$ cat src/rtl/byte_uart_pkg.sv
package byte_uart_pkg;

  // Word index of each register (byte offset / 4)
  typedef enum logic [2:0] {
    REG_DATA  = 3'd0,
    REG_STATE = 3'd1,
    REG_CTRL  = 3'd2,
    REG_INT   = 3'd3,
    REG_DIV   = 3'd4
  } regIdx_t;

  // Control -> datapath strobes
  typedef struct packed {
    logic       txPush;
    logic       rxPop;
    logic       txEn;
    logic       rxEn;
    logic [7:0] txByte;
  } strobe_t;

  // Datapath -> control status and events
  typedef struct packed {
    logic       txFull;
    logic       rxFull;
    logic       txLoaded;
    logic       rxDone;
    logic [7:0] rxByte;
  } status_t;

  typedef enum logic [1:0] {
    RX_IDLE  = 2'd0,
    RX_START = 2'd1,
    RX_BITS  = 2'd2
  } rxState_t;

endpackage

$ cat src/rtl/byte_uart_ctrl.sv
module byte_uart_ctrl
  import byte_uart_pkg::*;
#(
  parameter int ADDR_W    = 5,
  parameter int DIV_W     = 21,
  parameter int DIV_RESET = 16,
  parameter int CTRL_W    = 6
) (
  input  logic              clk,
  input  logic              rstN,
  input  logic              regSel,
  input  logic              regWrite,
  input  logic [ADDR_W-1:0] regAddr,
  input  logic [31:0]       regWdata,
  output logic [31:0]       regRdata,
  input  status_t           st,
  output strobe_t           stb,
  output logic [DIV_W-1:0]  baudDiv,
  output logic              irqTx,
  output logic              irqRx,
  output logic              irqOvr,
  output logic              irqAny
);

  localparam int IDX_W = ADDR_W - 2;

  logic [CTRL_W-1:0] ctrlReg;
  logic txIntF, rxIntF, txOvrF, rxOvrF;
  logic hitData, hitState, hitCtrl, hitInt, hitDiv, aligned;
  logic wrData, rdData, wrState, wrCtrl, wrInt, wrDiv;
  logic txOvrSet, rxOvrSet;
  logic [3:0] intClr;
  logic [1:0] ovrClrState;
  logic unusedBits;

  assign unusedBits = ^regWdata[31:DIV_W];

  assign aligned  = (regAddr[1:0] == 2'b00);
  assign hitData  = aligned && regAddr[ADDR_W-1:2] == IDX_W'(REG_DATA);
  assign hitState = aligned && regAddr[ADDR_W-1:2] == IDX_W'(REG_STATE);
  assign hitCtrl  = aligned && regAddr[ADDR_W-1:2] == IDX_W'(REG_CTRL);
  assign hitInt   = aligned && regAddr[ADDR_W-1:2] == IDX_W'(REG_INT);
  assign hitDiv   = aligned && regAddr[ADDR_W-1:2] == IDX_W'(REG_DIV);

  assign wrData  = regSel && regWrite && hitData;
  assign rdData  = regSel && !regWrite && hitData;
  assign wrState = regSel && regWrite && hitState;
  assign wrCtrl  = regSel && regWrite && hitCtrl;
  assign wrInt   = regSel && regWrite && hitInt;
  assign wrDiv   = regSel && regWrite && hitDiv;

  always_comb begin
    stb.txPush = wrData && !st.txFull;
    stb.rxPop  = rdData && st.rxFull;
    stb.txEn   = ctrlReg[0];
    stb.rxEn   = ctrlReg[1];
    stb.txByte = regWdata[7:0];
  end

  assign txOvrSet    = wrData && st.txFull;
  assign rxOvrSet    = st.rxDone && st.rxFull && !stb.rxPop;
  assign intClr      = wrInt ? regWdata[3:0] : 4'b0;
  assign ovrClrState = wrState ? regWdata[3:2] : 2'b0;

  always_ff @(posedge clk) begin
    if (!rstN) begin
      ctrlReg <= '0;
      baudDiv <= DIV_W'(DIV_RESET);
      txIntF  <= 1'b0;
      rxIntF  <= 1'b0;
      txOvrF  <= 1'b0;
      rxOvrF  <= 1'b0;
    end else begin
      if (wrCtrl) ctrlReg <= regWdata[CTRL_W-1:0];
      if (wrDiv)  baudDiv <= regWdata[DIV_W-1:0];
      // events take priority over clears
      txIntF <= st.txLoaded || (txIntF && !intClr[0]);
      rxIntF <= (st.rxDone && (!st.rxFull || stb.rxPop)) || (rxIntF && !intClr[1]);
      txOvrF <= txOvrSet || (txOvrF && !intClr[2] && !ovrClrState[0]);
      rxOvrF <= rxOvrSet || (rxOvrF && !intClr[3] && !ovrClrState[1]);
    end
  end

  always_comb begin
    regRdata = '0;
    if (hitData)  regRdata = {24'b0, st.rxByte};
    if (hitState) regRdata = {28'b0, rxOvrF, txOvrF, st.rxFull, st.txFull};
    if (hitCtrl)  regRdata = {{(32-CTRL_W){1'b0}}, ctrlReg};
    if (hitInt)   regRdata = {28'b0, rxOvrF, txOvrF, rxIntF, txIntF};
    if (hitDiv)   regRdata = {{(32-DIV_W){1'b0}}, baudDiv};
  end

  assign irqTx  = txIntF && ctrlReg[2];
  assign irqRx  = rxIntF && ctrlReg[3];
  assign irqOvr = (txOvrF && ctrlReg[4]) || (rxOvrF && ctrlReg[5]);
  assign irqAny = irqTx || irqRx || irqOvr;

  // refused write latches transmit overrun
  a_r4_drop_sets_ovr: assert property (@(posedge clk) disable iff (!rstN)
    (wrData && st.txFull) |=> txOvrF);

  // load event sets the transmit flag even against a same-cycle clear
  a_r9_load_sets_txint: assert property (@(posedge clk) disable iff (!rstN)
    st.txLoaded |=> txIntF);

  // a discarded byte always raises receive overrun
  a_r8_drop_sets_rxovr: assert property (@(posedge clk) disable iff (!rstN)
    (st.rxDone && st.rxFull && !stb.rxPop) |=> rxOvrF);

endmodule

$ cat src/rtl/byte_uart_dp.sv
module byte_uart_dp
  import byte_uart_pkg::*;
#(
  parameter int DIV_W       = 21,
  parameter int SYNC_STAGES = 2
) (
  input  logic             clk,
  input  logic             rstN,
  input  strobe_t          stb,
  input  logic [DIV_W-1:0] baudDiv,
  input  logic             rxLine,
  output logic             txLine,
  output status_t          st
);

  localparam int FRAME_BITS = 10;
  localparam int BIT_CNT_W  = $clog2(FRAME_BITS);

  // ---------------- transmit ----------------
  logic [7:0]            txHold;
  logic                  txFull, txBusy, txLoad;
  logic [FRAME_BITS-1:0] txShift;
  logic [BIT_CNT_W-1:0]  txBit;
  logic [DIV_W-1:0]      txCnt;

  assign txLoad = txFull && !txBusy && stb.txEn;

  always_ff @(posedge clk) begin
    if (!rstN) begin
      txHold  <= '0;
      txFull  <= 1'b0;
      txBusy  <= 1'b0;
      txShift <= '1;
      txBit   <= '0;
      txCnt   <= '0;
    end else begin
      if (stb.txPush) begin
        txHold <= stb.txByte;
        txFull <= 1'b1;
      end
      if (txLoad) begin
        txFull  <= 1'b0;
        txBusy  <= 1'b1;
        txShift <= {1'b1, txHold, 1'b0};
        txBit   <= BIT_CNT_W'(FRAME_BITS - 1);
        txCnt   <= baudDiv - DIV_W'(1);
      end else if (txBusy) begin
        if (txCnt == '0) begin
          if (txBit == '0) begin
            txBusy <= 1'b0;
          end else begin
            txShift <= {1'b1, txShift[FRAME_BITS-1:1]};
            txBit   <= txBit - BIT_CNT_W'(1);
            txCnt   <= baudDiv - DIV_W'(1);
          end
        end else begin
          txCnt <= txCnt - DIV_W'(1);
        end
      end
    end
  end

  assign txLine = txBusy ? txShift[0] : 1'b1;

  // ---------------- receive ----------------
  logic [SYNC_STAGES-1:0] syncQ;
  logic                   rxCur, rxPrev;
  rxState_t               rxState;
  logic [DIV_W-1:0]       rxCnt;
  logic [3:0]             rxIdx;
  logic [7:0]             rxShift, rxData;
  logic                   rxFull, rxDone;

  generate
    if (SYNC_STAGES == 1) begin : g_sync1
      always_ff @(posedge clk) begin
        if (!rstN) syncQ <= '1;
        else       syncQ <= rxLine;
      end
    end else begin : g_syncN
      always_ff @(posedge clk) begin
        if (!rstN) syncQ <= '1;
        else       syncQ <= {syncQ[SYNC_STAGES-2:0], rxLine};
      end
    end
  endgenerate

  assign rxCur  = syncQ[SYNC_STAGES-1];
  assign rxDone = (rxState == RX_BITS) && stb.rxEn && (rxCnt == '0) && (rxIdx == 4'd8);

  always_ff @(posedge clk) begin
    if (!rstN) begin
      rxPrev  <= 1'b1;
      rxState <= RX_IDLE;
      rxCnt   <= '0;
      rxIdx   <= '0;
      rxShift <= '0;
    end else begin
      rxPrev <= rxCur;
      case (rxState)
        RX_IDLE: begin
          if (stb.rxEn && rxPrev && !rxCur) begin
            rxState <= RX_START;
            rxCnt   <= (baudDiv >> 1) - DIV_W'(1);
          end
        end
        RX_START: begin
          if (!stb.rxEn) rxState <= RX_IDLE;
          else if (rxCnt == '0) begin
            if (!rxCur) begin
              rxState <= RX_BITS;
              rxCnt   <= baudDiv - DIV_W'(1);
              rxIdx   <= '0;
            end else begin
              rxState <= RX_IDLE;
            end
          end else rxCnt <= rxCnt - DIV_W'(1);
        end
        RX_BITS: begin
          if (!stb.rxEn) rxState <= RX_IDLE;
          else if (rxCnt == '0) begin
            if (rxIdx == 4'd8) begin
              rxState <= RX_IDLE;  // stop bit value is not checked
            end else begin
              rxShift <= {rxCur, rxShift[7:1]};
              rxIdx   <= rxIdx + 4'd1;
              rxCnt   <= baudDiv - DIV_W'(1);
            end
          end else rxCnt <= rxCnt - DIV_W'(1);
        end
        default: rxState <= RX_IDLE;
      endcase
    end
  end

  always_ff @(posedge clk) begin
    if (!rstN) begin
      rxData <= '0;
      rxFull <= 1'b0;
    end else if (rxDone && (!rxFull || stb.rxPop)) begin
      rxData <= rxShift;
      rxFull <= 1'b1;
    end else if (stb.rxPop) begin
      rxFull <= 1'b0;
    end
  end

  always_comb begin
    st.txFull   = txFull;
    st.rxFull   = rxFull;
    st.txLoaded = txLoad;
    st.rxDone   = rxDone;
    st.rxByte   = rxData;
  end

  // accepted write fills the transmit buffer
  a_r3_push_sets_full: assert property (@(posedge clk) disable iff (!rstN)
    stb.txPush |=> txFull);

  // a load frees the buffer and drives the start bit
  a_r5_load_starts_frame: assert property (@(posedge clk) disable iff (!rstN)
    txLoad |=> (!txFull && txBusy && !txLine));

  // overrun leaves the stored byte untouched
  a_r8_keep_old_byte: assert property (@(posedge clk) disable iff (!rstN)
    (rxDone && rxFull && !stb.rxPop) |=> (rxFull && $stable(rxData)));

endmodule

$ cat src/rtl/byte_uart.sv
module byte_uart
  import byte_uart_pkg::*;
#(
  parameter int ADDR_W      = 5,
  parameter int DIV_W       = 21,
  parameter int DIV_RESET   = 16,
  parameter int SYNC_STAGES = 2
) (
  input  logic              clk,
  input  logic              rstN,
  input  logic              regSel,
  input  logic              regWrite,
  input  logic [ADDR_W-1:0] regAddr,
  input  logic [31:0]       regWdata,
  output logic [31:0]       regRdata,
  input  logic              rxLine,
  output logic              txLine,
  output logic              irqTx,
  output logic              irqRx,
  output logic              irqOvr,
  output logic              irqAny
);

  strobe_t          stb;
  status_t          st;
  logic [DIV_W-1:0] baudDiv;

  byte_uart_ctrl #(
    .ADDR_W   (ADDR_W),
    .DIV_W    (DIV_W),
    .DIV_RESET(DIV_RESET),
    .CTRL_W   (6)
  ) i_ctrl (
    .clk     (clk),
    .rstN    (rstN),
    .regSel  (regSel),
    .regWrite(regWrite),
    .regAddr (regAddr),
    .regWdata(regWdata),
    .regRdata(regRdata),
    .st      (st),
    .stb     (stb),
    .baudDiv (baudDiv),
    .irqTx   (irqTx),
    .irqRx   (irqRx),
    .irqOvr  (irqOvr),
    .irqAny  (irqAny)
  );

  byte_uart_dp #(
    .DIV_W      (DIV_W),
    .SYNC_STAGES(SYNC_STAGES)
  ) i_dp (
    .clk    (clk),
    .rstN   (rstN),
    .stb    (stb),
    .baudDiv(baudDiv),
    .rxLine (rxLine),
    .txLine (txLine),
    .st     (st)
  );

endmodule

$ cat config.mk
export PLATFORM = sky130hd
export DESIGN_NAME = byte_uart
export DESIGN_NICKNAME = d
export VERILOG_FILES = /design/src/rtl/byte_uart_pkg.sv /design/src/rtl/byte_uart_ctrl.sv /design/src/rtl/byte_uart_dp.sv /design/src/rtl/byte_uart.sv
export SDC_FILE = /design/constraint.sdc
export NUM_CORES = 1
export LEC_CHECK = 0
export ABC_AREA = 1
export ABC_CLOCK_PERIOD_IN_PS = 5400
export BUFFER_PORTS_ARGS = -buffer_cell sky130_fd_sc_hd__buf_2
export CELL_PAD_IN_SITES_DETAIL_PLACEMENT = 0
export CELL_PAD_IN_SITES_GLOBAL_PLACEMENT = 1
export CORE_ASPECT_RATIO = 1.5
export CORE_MARGIN = 2
export CORE_UTILIZATION = 34
export DETAILED_ROUTE_END_ITERATION = 7
export GPL_TIMING_DRIVEN = 0
export MAX_ROUTING_LAYER = met4
export PLACE_DENSITY = 0.78
export SYNTH_ARGS = -nofsm -noshare
export SYNTH_HDL_FRONTEND = slang
export SYNTH_SLANG_ARGS = --single-unit
$ cat constraint.sdc
create_clock -name clk -period 5.4 [get_ports clk]
set_clock_uncertainty 0.05 [all_clocks]
set_input_delay 0.54 -clock clk [delete_from_list [all_inputs] [get_ports clk]]
set_output_delay 0.54 -clock clk [all_outputs]
set_load 0.005 [all_outputs]
==> run metrics, run 1 <==
outcome=completed; vias in the first global route=7461; Worst-path clk slew=50 ps; Place WS=2890 ps; CTS H-tree lvls=4; RR Startpoint=i_dp.txCnt[0]$_SDFFE_PN0P_; syn_area_per_cell=6.41 um^2; distinct cell type count of the synthesized netlist=44; root buf cell=clkbuf_16; ys flop type=dfxtp_1; die width=124 um; pwr/cell area=440 nW/um^2; antenna violations before repair=0; unrepaired setup endpoints after global routing=no; Post-CTS Setup Inserts=0; EDFF count, synth=0; die area=22700 um^2; ant diodes=0; WP data required=4810 ps; TritonCTS clock tree=built; DRC viols=0; total CTS buffers=17; filler cell count=2306; Ys Warns=0; final hold violation count=0; hold crit path type=input port to flop; synthesized cell area=7310 um^2; CTS max path bufs=2; Initial DRC Count=404; f_max=401 MHz; worst hold path cell count=2; final WL=25.8 mm; Final min period=2500 ps; critical path type=input port to primary output; asr flop ratio synth=0%; largest net degree at the start of global routing=17; hold_buf cts=0; Cells after Synth=1141; Routed Antenna Nets=0; Post-CTS Resized=0; crit path DAT=1910 ps; TNS Setup=0 ps; leakage=0.00389 uW; max-cap violations=0; IO Port Bufs=56; Slew HR=44.4%; Total GRT Usage=24.1%; worst hold start=rxLine; nets=1280; RR Endpoint=i_dp.txCnt[16]$_SDFFE_PN0P_; via count=7645; most frequent cells in the layout=nand2_1, nor2_1, inv_1; Total Power=3760 uW; IO Pins=79; setup violators final=0; critical path capture point type=primary output; row count=65; DR vias/cell=5.07; hold_ws=244 ps; floorplan core area=21100 um^2; Reg2Reg Depth=11; flip-flop and latch area=2440 um^2; flop2flop setup slack=3020 ps; Initial Utilization=34.7%; Die Y=184 um; Worst Tran Pin Value=833 ps; maximum fanout along the worst path=8; Hold Crit Endpoint=i_dp.syncQ[0]$_SDFF_PN1_; most common cell after layout, fill and taps aside=nand2_1; layout cells sized above 1=10.9%; DR pass1 iterations=5; Clk Latency, worst-skew pair=440 ps; number of synthesized register bits=122; grt total ovfl=0; DP Wirelength=20.5 mm; Routed WL per cell=17.1 um; Multi-input gate area=4140 um^2; fin. max-slew vios=0; area grow syn2layout=16.9%; Worst setup SP type=input port; first-pass GRT wire length=39.5 mm; Worst VDD drop=0.265 mV; Seq/Total Area, Yosys=33.4%; Final GP Congestion=0.954; period utilization=46.2%; slack of the critical path=2900 ps; Clock Sinks=122
## metal layers
layer / vias up / wire, um / track usage (%)
met5: - / 0 / -
met4: 0 / 1410 / 14.2
met3: 73 / 906 / 3.41
met2: 221 / 13300 / 42.5
met1: 3487 / 10100 / 25.0
li1: 3864 / - / -
## worst max path at each step
stage,start,end,slack (ps),depth (start not counted)
3_5_place_dp,rstN,i_dp.rxIdx[0]$_SDFFE_PN0P_,2890,5
5_1_grt,regAddr[3],regRdata[15],2800,8
2_1_floorplan,regAddr[3],regRdata[0],3470,6
4_1_cts,regAddr[3],regRdata[0],2930,9
6_report,regAddr[3],regRdata[0],2900,9
3_3_place_gp,regAddr[3],regRdata[1],2890,9
## cells by family after synthesis
logic type,count (synthesis),share of synthesized area (%)
AND/OR/NAND/NOR,518,29.7
AO/OA/AOI/OAI,260,19.1
buffers and inverters,185,10.5
flip-flops,122,33.4
XOR/XNOR,42,5.03
adder cells (fa/ha/maj),12,2.05
other,1,0.0513
multiplexers,1,0.137
## power breakdown
group / internal (uW) / switching, uW / total [uW]
Combinational: 505 / 1070 / 1570
Clock: 672 / 457 / 1130
Sequential: 975 / 86.8 / 1060
## critical path, cell delays in order
cell and delay [ps]:
buf_2 100, inv_1 120, nand2_1 90, nor2_1 300
inv_1 220, o22ai_1 200, a21oi_1 60, o211ai_1 120
buf_2 150
## registers in the layout, summed over array words and instances, names as in the netlist
name	cells
i_dp.rxShift	8
i_dp.txBit	4
i_dp.txShift	9
i_dp.txCnt	21
i_dp.txFull	1
i_dp.rxCnt	21
i_dp.syncQ	2
i_ctrl.baudDiv	21
i_dp.txBusy	1
i_ctrl.txOvrF	1
i_dp.rxFull	1
i_dp.rxPrev	1
i_dp.txHold	8
i_ctrl.txIntF	1
i_dp.rxState	2
i_ctrl.rxOvrF	1
i_ctrl.rxIntF	1
i_dp.rxIdx	4
i_dp.rxData	8
i_ctrl.ctrlReg	6
## per-stage QoR
stage,cell area [um^2],cells,utilization (%)
2_1_floorplan,7350,1151,-
3_3_place_gp,7960,1475,37.8
3_5_place_dp,7960,1475,37.8
4_1_cts,8550,1507,40.6
5_1_grt,8550,1507,40.6
6_report,8550,1507,40.6
## cells in the mapped netlist, types with 12 or more instances
master	instances	area, um^2
nand2_1	233	875
nor2_1	176	661
inv_1	130	488
dfxtp_1	122	2440
o21ai_0	121	606
a21oi_1	85	425
nand3_1	66	330
xor2_1	37	324
clkbuf_1	23	86.3
o211ai_1	17	128
buf_4	12	90.1
ha_1	12	150
o22ai_1	12	75.1
## final cells by class
type	instances	share of cell area [%]
Buffer	48	2.94
Clock buffer	20	5.46
Clock inverter	12	1.36
Inverter	137	6.02
Multi-Input combinational cell	844	48.4
Sequential cell	122	28.6
Tap cell	268	3.92
Timing Repair Buffer	56	3.28
(Power assumes the default switching activity.)
==> run 2, diff against run 1 <==
--- a/config.mk
+++ b/config.mk
@@ -6,7 +6,7 @@
 export NUM_CORES = 1
 export LEC_CHECK = 0
 export ABC_AREA = 1
-export ABC_CLOCK_PERIOD_IN_PS = 5400
+export ABC_CLOCK_PERIOD_IN_PS = 2200
 export BUFFER_PORTS_ARGS = -buffer_cell sky130_fd_sc_hd__buf_2
 export CELL_PAD_IN_SITES_DETAIL_PLACEMENT = 0
 export CELL_PAD_IN_SITES_GLOBAL_PLACEMENT = 1
@@ -16,7 +16,7 @@
 export DETAILED_ROUTE_END_ITERATION = 7
 export GPL_TIMING_DRIVEN = 0
 export MAX_ROUTING_LAYER = met4
-export PLACE_DENSITY = 0.78
+export PLACE_DENSITY = 0.8
 export SYNTH_ARGS = -nofsm -noshare
 export SYNTH_HDL_FRONTEND = slang
 export SYNTH_SLANG_ARGS = --single-unit
==> constraint.sdc (replaced) <==
create_clock -name clk -period 2.2 [get_ports clk]
set_clock_uncertainty 0.05 [all_clocks]
set_input_delay 0.22 -clock clk [delete_from_list [all_inputs] [get_ports clk]]
set_output_delay 0.22 -clock clk [all_outputs]
set_load 0.005 [all_outputs]
==> run 2 against run 1 <==
Hold slack worse by 220 ps. Sequential cell count unchanged. Total power up 150%. Clock-buffer cell count up 2. First-iteration DRC count up 11%. Largest cell class unchanged. Largest power group unchanged.
==> run metrics, run 2 (synthesized netlist as in run 1, its figures left out) <==
vias in the first global route=7356 (-1.4%); CP max stage delay=340 ps (+40 ps); Psw=3830 uW (+140%); Worst setup SP type=flop; antenna violations before repair=0 (unchanged); area grow syn2layout=19.0%; Cell Count Post-Placement=1475 (unchanged); TritonCTS clock tree=built; combinational power share=40.8% (-1.0 points); die width=124 um (unchanged); DR vias/cell=5.07 (about the same); Routed WL per cell=16.7 um (-2.5%); slack of the critical path=109 ps (-2790 ps); most common cell after layout, fill and taps aside=nand2_1; Initial DRC Count=450 (+11%); total CTS buffers=17 (unchanged); row count=65 (unchanged); DP Wirelength=19.7 mm (-3.9%); filler cell count=2284 (-0.95%); Clock Sinks=122 (unchanged); final hold violation count=0 (unchanged); CTS H-tree lvls=4 (unchanged); Final GP Congestion=0.963 (+0.91%); final WL=25.2 mm (-2.3%); maximum fanout along the worst path=7 (-1); Die Y=184 um (unchanged); Reg2Reg Depth=10 (-1); internal power=5540 uW (+160%); IO Port Bufs=56 (unchanged); Worst-path clk slew=60 ps (about the same); f_max=478 MHz; Slew HR=46.2% (+1.8 points); final instance area=8700 um^2 (+1.8%); IO Pins=79 (unchanged); max-cap violations=0 (unchanged); via count=7648 (+0.039%); fin cells=1509 (+0.13%); fin. max-slew vios=0 (unchanged); WP data required=2520 ps (-2290 ps); floorplan core area=21100 um^2 (unchanged); Clk pwr share=31.4% (+1.4 points); CP max stage cell=dfxtp_1; Placed Instance Area=7960 um^2 (unchanged); critical path capture point type=flop; Clk Latency, worst-skew pair=440 ps (about the same); Worst Tran Pin Value=806 ps (-27.0 ps); final core utilization=41.3% (+0.72 points); first-pass GRT wire length=38.9 mm (-1.7%); Place WS=-104 ps (-3000 ps); Total Power=9380 uW (+150%); ant diodes=0 (unchanged); Flop pwr share=27.8% (-0.4 points); Final min period=2090 ps; outcome=completed; DRC viols=0 (unchanged); cell with the most instances on the worst path=nand2_1; most frequent cells in the layout=nand2_1, nor2_1, inv_1; crit path DAT=2410 ps (+500 ps); critical path, cell by cell=inv_2 -> ha_1 -> nand2_1 -> nor2_2 -> nand2_1 -> xor2_1 -> nand2_1 -> a21oi_1 -> nor2_1 -> nor2_1; Initial Utilization=34.7% (unchanged); root buf cell=clkbuf_16; Routed Antenna Nets=0 (unchanged); Critical Path Source=i_ctrl.baudDiv[1]$_SDFFE_PN0P_; switching part of the total=40.9% (-2.0 points); setup violators final=0 (unchanged); grt total ovfl=0 (unchanged); RR Startpoint=i_ctrl.baudDiv[1]$_SDFFE_PN0P_; DR pass1 iterations=5 (unchanged); worst hold start=regWdata[4]; Worst VDD drop=0.583 mV (+120%); critical path type=flop to flop; die area=22700 um^2 (unchanged); nets=1282 (+0.16%); period utilization=95.1%; pwr/cell area=1080 nW/um^2 (+140%); Total GRT Usage=23.6% (-0.54 points); hold crit path type=input port to flop; top flop regs=i_ctrl.baudDiv (21), i_dp.rxCnt (21), i_dp.txCnt (21); CTS max path bufs=2 (unchanged); leakage=0.00394 uW (+1.3%); worst hold path cell count=3 (+1); layout cells sized above 1=12.7% (+1.8 points); largest net degree at the start of global routing=17 (unchanged)
[run 2: changes by cell type in the layout (fill, tap and decap cells not counted), moves of 3 or more]
cell,before,now
buf_4,12,15
clkbuf_2,0,3
nor2_1,176,166
nor2_2,6,14
[run 2: timing repair]
item / in CTS / in global routing
endpoints found under the hold margin: 1 / 0
pin swaps: 0 / 1
hold buffers: 1 / 0
buffers inserted: 0 / 2
gates resized for setup: 7 / 23
setup endpoints to repair: 15 / 50
[run 2: worst max-delay path, delay by kind of cell (launching register included)]
kind	cells	cell delay, ps
and+or+nand+nor	6	760
DFF	1	340
xor gates and xnor gates	1	330
adders and majority gates	1	260
buffers and inverters	1	150
AOI/OAI and AO/OA	1	150
[run 2: power groups by stage]
stage / combinational [uW] / clock [uW] / sequential [uW]
2_1_floorplan: 2780 / 0 / 2580
3_3_place_gp: 3760 / 0 / 2640
3_5_place_dp: 3760 / 0 / 2640
4_1_cts: 3790 / 2980 / 2600
5_1_grt: 4260 / 3080 / 2640
6_report: 3830 / 2940 / 2610
[run 2: layer usage]
metal / vias up / share of wire, % / routed length, um / global-route usage [%]
li1: 3864 / - / - / -
met1: 3499 / 40 / 10000 / 26.1
met2: 235 / 51 / 13000 / 40.7
met3: 50 / 4.8 / 1200 / 3.69
met4: 0 / 3.9 / 988 / 11.3
met5: - / 0 / 0 / -
[run 2: worst paths after layout]
path                                          to  slack [ps]
setup / recovery     i_dp.rxCnt[13]$_SDFFE_PN0P_         110
hold / removal    i_ctrl.baudDiv[4]$_SDFFE_PN1P_          20
setup reg to reg     i_dp.rxCnt[13]$_SDFFE_PN0P_         110
hold reg to reg         i_dp.syncQ[1]$_SDFF_PN1_         360
[run 2: cell type report]
| class | instances | area, um^2 | share of cell area, % |
|---|---|---|---|
| buffer | 47 | 256 | 2.95 |
| sequential | 122 | 2440 | 28.1 |
| timing repair buffer | 59 | 305 | 3.51 |
| tap | 268 | 335 | 3.85 |
| clock inverter | 10 | 140 | 1.61 |
| inverter | 137 | 518 | 5.95 |
| multi-input combinational | 844 | 4230 | 48.6 |
| clock buffer | 22 | 474 | 5.45 |
[run 2: through the flow]
| step | setup TNS, ps | hold slack (ps) |
|---|---|---|
| detailed placement | -555 | 348 |
| floorplan | 0 | 277 |
| global route | -51.0 | 35.3 |
| global placement | -648 | 346 |
| finish | 0 | 19.3 |
| CTS | 0 | 5.81 |
==> run 3, diff against run 2 <==
--- a/config.mk
+++ b/config.mk
@@ -5,7 +5,6 @@
 export SDC_FILE = /design/constraint.sdc
 export NUM_CORES = 1
 export LEC_CHECK = 0
-export ABC_AREA = 1
 export ABC_CLOCK_PERIOD_IN_PS = 2200
 export BUFFER_PORTS_ARGS = -buffer_cell sky130_fd_sc_hd__buf_2
 export CELL_PAD_IN_SITES_DETAIL_PLACEMENT = 0
@@ -16,7 +15,7 @@
 export DETAILED_ROUTE_END_ITERATION = 7
 export GPL_TIMING_DRIVEN = 0
 export MAX_ROUTING_LAYER = met4
-export PLACE_DENSITY = 0.8
+export PLACE_DENSITY = 0.77
 export SYNTH_ARGS = -nofsm -noshare
 export SYNTH_HDL_FRONTEND = slang
 export SYNTH_SLANG_ARGS = --single-unit
==> run 3 against run 2 <==
The run now ends with negative setup slack left. Clock power decreased by 6%. Combinational power decreased by 90%. Die area shrank 1.2%. Sequential power decreased by 15%. Register-to-register slack lost 250 ps. Synthesized cell count fell by 18%. Global-route usage increased by 1.8 points.
==> run metrics, run 3 <==
outcome=finished with violations; failing checks=negative setup slack; hold crit path type=input port to flop; period utilization=106% (+11 points); Clock Sinks=122 (unchanged); DP Wirelength=19.7 mm (about the same); Initial Utilization=34.4% (-0.29 points); Die Y=182 um (-0.60%); Final min period=2340 ps (+249 ps); Worst VDD drop=0.450 mV (-23%); total CTS buffers=17 (unchanged); vias in the first global route=7489 (+1.8%); Routed Antenna Nets=0 (unchanged); CTS H-tree lvls=4 (unchanged); distinct cell type count of the synthesized netlist=73 (+66%); row count=65 (unchanged); Flop pwr share=41.4% (+14 points); max-cap violations=0 (unchanged); critical path type=flop to flop; final hold violation count=0 (unchanged); synth top area cells=dfxtp_1, nand2_1, nor2_1; layout cells sized above 1=31.8% (+19 points); pwr/cell area=531 nW/um^2 (-51%); CTS max path bufs=2 (unchanged); critical path capture point type=flop; asr flop ratio synth=0% (unchanged); f_max=427 MHz (-11%); Total Power=5360 uW (-43%); unrepaired setup endpoints after global routing=yes; switching part of the total=26.8% (-14 points); nets=1154 (-10%); most common cell after layout, fill and taps aside=nand2_1; cell type with the largest total area after synthesis=dfxtp_1; DR pass1 iterations=6 (+1); Cell Count Post-Placement=1268 (-14%); internal power=3920 uW (-29%); floorplan core area=21000 um^2 (-0.39%); IO Pins=79 (unchanged); syn_area_per_cell=7.72 um^2 (+21%); Clk pwr share=51.3% (+20 points); die width=123 um (-0.59%); Worst Tran Pin Value=927 ps (+120 ps); EDFF count, synth=0 (unchanged); Placed Instance Area=7890 um^2 (-0.88%); DR vias/cell=5.69 (+12%); Worst setup SP type=flop; Slew HR=38.2% (-8.0 points); largest net degree at the start of global routing=17 (unchanged); Ys Warns=0 (unchanged); ys flop type=dfxtp_1; filler cell count=2090 (-8.5%); number of synthesized register bits=122 (unchanged); Cells after Synth=935 (-18%); combinational power share=7.3% (-34 points); Total GRT Usage=25.3% (+1.8 points); Post-synth top cells=nand2_1, dfxtp_1, nor2_1, o21ai_0, a21oi_1; Seq/Total Area, Yosys=33.8% (+0.41 points); crit path DAT=2580 ps (+170 ps); most frequent cell after synthesis=nand2_1; slack of the critical path=-140 ps (-249 ps); TritonCTS clock tree=built; most frequent cells in the layout=nand2_1, dfxtp_1, nor2_1; final instance area=10100 um^2 (+16%); final WL=28.0 mm (+11%); root buf cell=clkbuf_16; ant diodes=0 (unchanged); setup violators final=25 (+25); fin cells=1381 (-8.5%); Psw=1430 uW (-63%); first-pass GRT wire length=42.1 mm (+8.2%); Final GP Congestion=0.982 (+2.0%); Synth top area share=33.8% (+0.41 points); die area=22400 um^2 (-1.2%); IO Port Bufs=55 (-1.8%); via count=7855 (+2.7%); antenna violations before repair=0 (unchanged); synthesized cell area=7220 um^2 (-1.2%); Initial DRC Count=513 (+14%); grt total ovfl=0 (unchanged); Clk Latency, worst-skew pair=430 ps (about the same); DRC viols=0 (unchanged); top flop regs=i_ctrl.baudDiv (21), i_dp.rxCnt (21), i_dp.txCnt (21); area grow syn2layout=39.6%; fin. max-slew vios=0 (unchanged); leakage=0.00417 uW (+5.7%); maximum fanout along the worst path=8 (+1); Routed WL per cell=20.3 um (+22%); WP data required=2440 ps (-80 ps); Worst-path clk slew=60 ps (about the same)
run 3: changes by cell type after synthesis, sizes merged, moves of 21 or more:
cell    before  now
inv        135   20
nand2      236  126
nor2       183   91
o21ai      132   65
nand3       68   29
a21oi       85   55
clkbuf      23   50
mux2i        1   26
and2         0   22
nor3        11   32
run 3: power groups by stage:
stage / combinational (uW) / clock [uW] / sequential [uW]
after floorplan: 182 / 0 / 2270
after global placement: 316 / 0 / 2270
after detailed placement: 314 / 0 / 2270
after CTS: 355 / 2760 / 2220
after global routing: 413 / 2870 / 2220
final: 394 / 2750 / 2220
run 3: final timing paths:
kind	endpoint	slack, ps	cells after the start	start
hold reg to reg	i_dp.syncQ[1]$_SDFF_PN1_	360	1	i_dp.syncQ[0]$_SDFF_PN1_
setup / recovery	i_dp.rxShift[7]$_SDFFE_PN0P_	-140	7	i_dp.rxCnt[19]$_SDFFE_PN0P_
setup reg to reg	i_dp.rxShift[7]$_SDFFE_PN0P_	-140	7	i_dp.rxCnt[19]$_SDFFE_PN0P_
hold / removal	i_ctrl.baudDiv[4]$_SDFFE_PN1P_	40	3	regWdata[4]
run 3: per-layer routing:
metal  global-route usage (%)  routed length [um]  part of all wire [%]  vias up
met5                        -                   0                     0        -
met4                     16.5                2050                   7.3        0
li1                         -                   -                     -     3657
met1                     26.6               10200                    36     3729
met2                     43.5               14200                    51      349
met3                     3.56                1580                   5.6      120
run 3: final cells by class:
type / count / area (um^2) / share of cell area (%)
Multi-Input combinational cell: 725 / 5070 / 50.3
Sequential cell: 122 / 2490 / 24.7
Timing Repair Buffer: 150 / 1120 / 11.1
Clock buffer: 18 / 429 / 4.26
Buffer: 63 / 410 / 4.07
Tap cell: 268 / 335 / 3.33
Clock inverter: 14 / 139 / 1.38
Inverter: 21 / 93.8 / 0.931
run 3: what timing repair did:
action	in CTS	in global routing
gates resized for setup	110	142
pin swaps	31	62
gates cloned	1	3
setup endpoints to repair	92	91
endpoints found under the hold margin	14	0
hold buffers	14	0
buffers inserted	40	37
run 3: logic make-up (layout without fill, tap and decap cells):
group           Yosys count  after routing  synth area share [%]
other cells               1             11                0.0519
fa+ha+maj                12             12                  2.08
flops                   122            122                  33.8
compound gates          217            217                  19.0
xor+xnor                 54             54                  6.55
buf+inv                  98            266                  6.06
simple gates            397            397                  27.5
mux                      34             34                  4.85
run 3: critical path, cell delays in order (launching register included):
cell and delay, ps:
dfxtp_2 320, or4_4 530, or2_4 270, nor4_4 430, nand4b_1 190, buf_6 200, mux2i_1 150, nor2_1 50
run 3: metrics by stage:
step	setup TNS, ps	setup WS (ps)	util [%]	hold slack (ps)
2_1_floorplan	-3.58	-3.58	-	271
3_3_place_gp	-38540	-758	37.6	341
3_5_place_dp	-37600	-774	37.6	351
4_1_cts	-1270	-132	44.3	42.5
5_1_grt	-4900	-210	48.1	48.2
6_report	-1810	-140	48.1	45.0
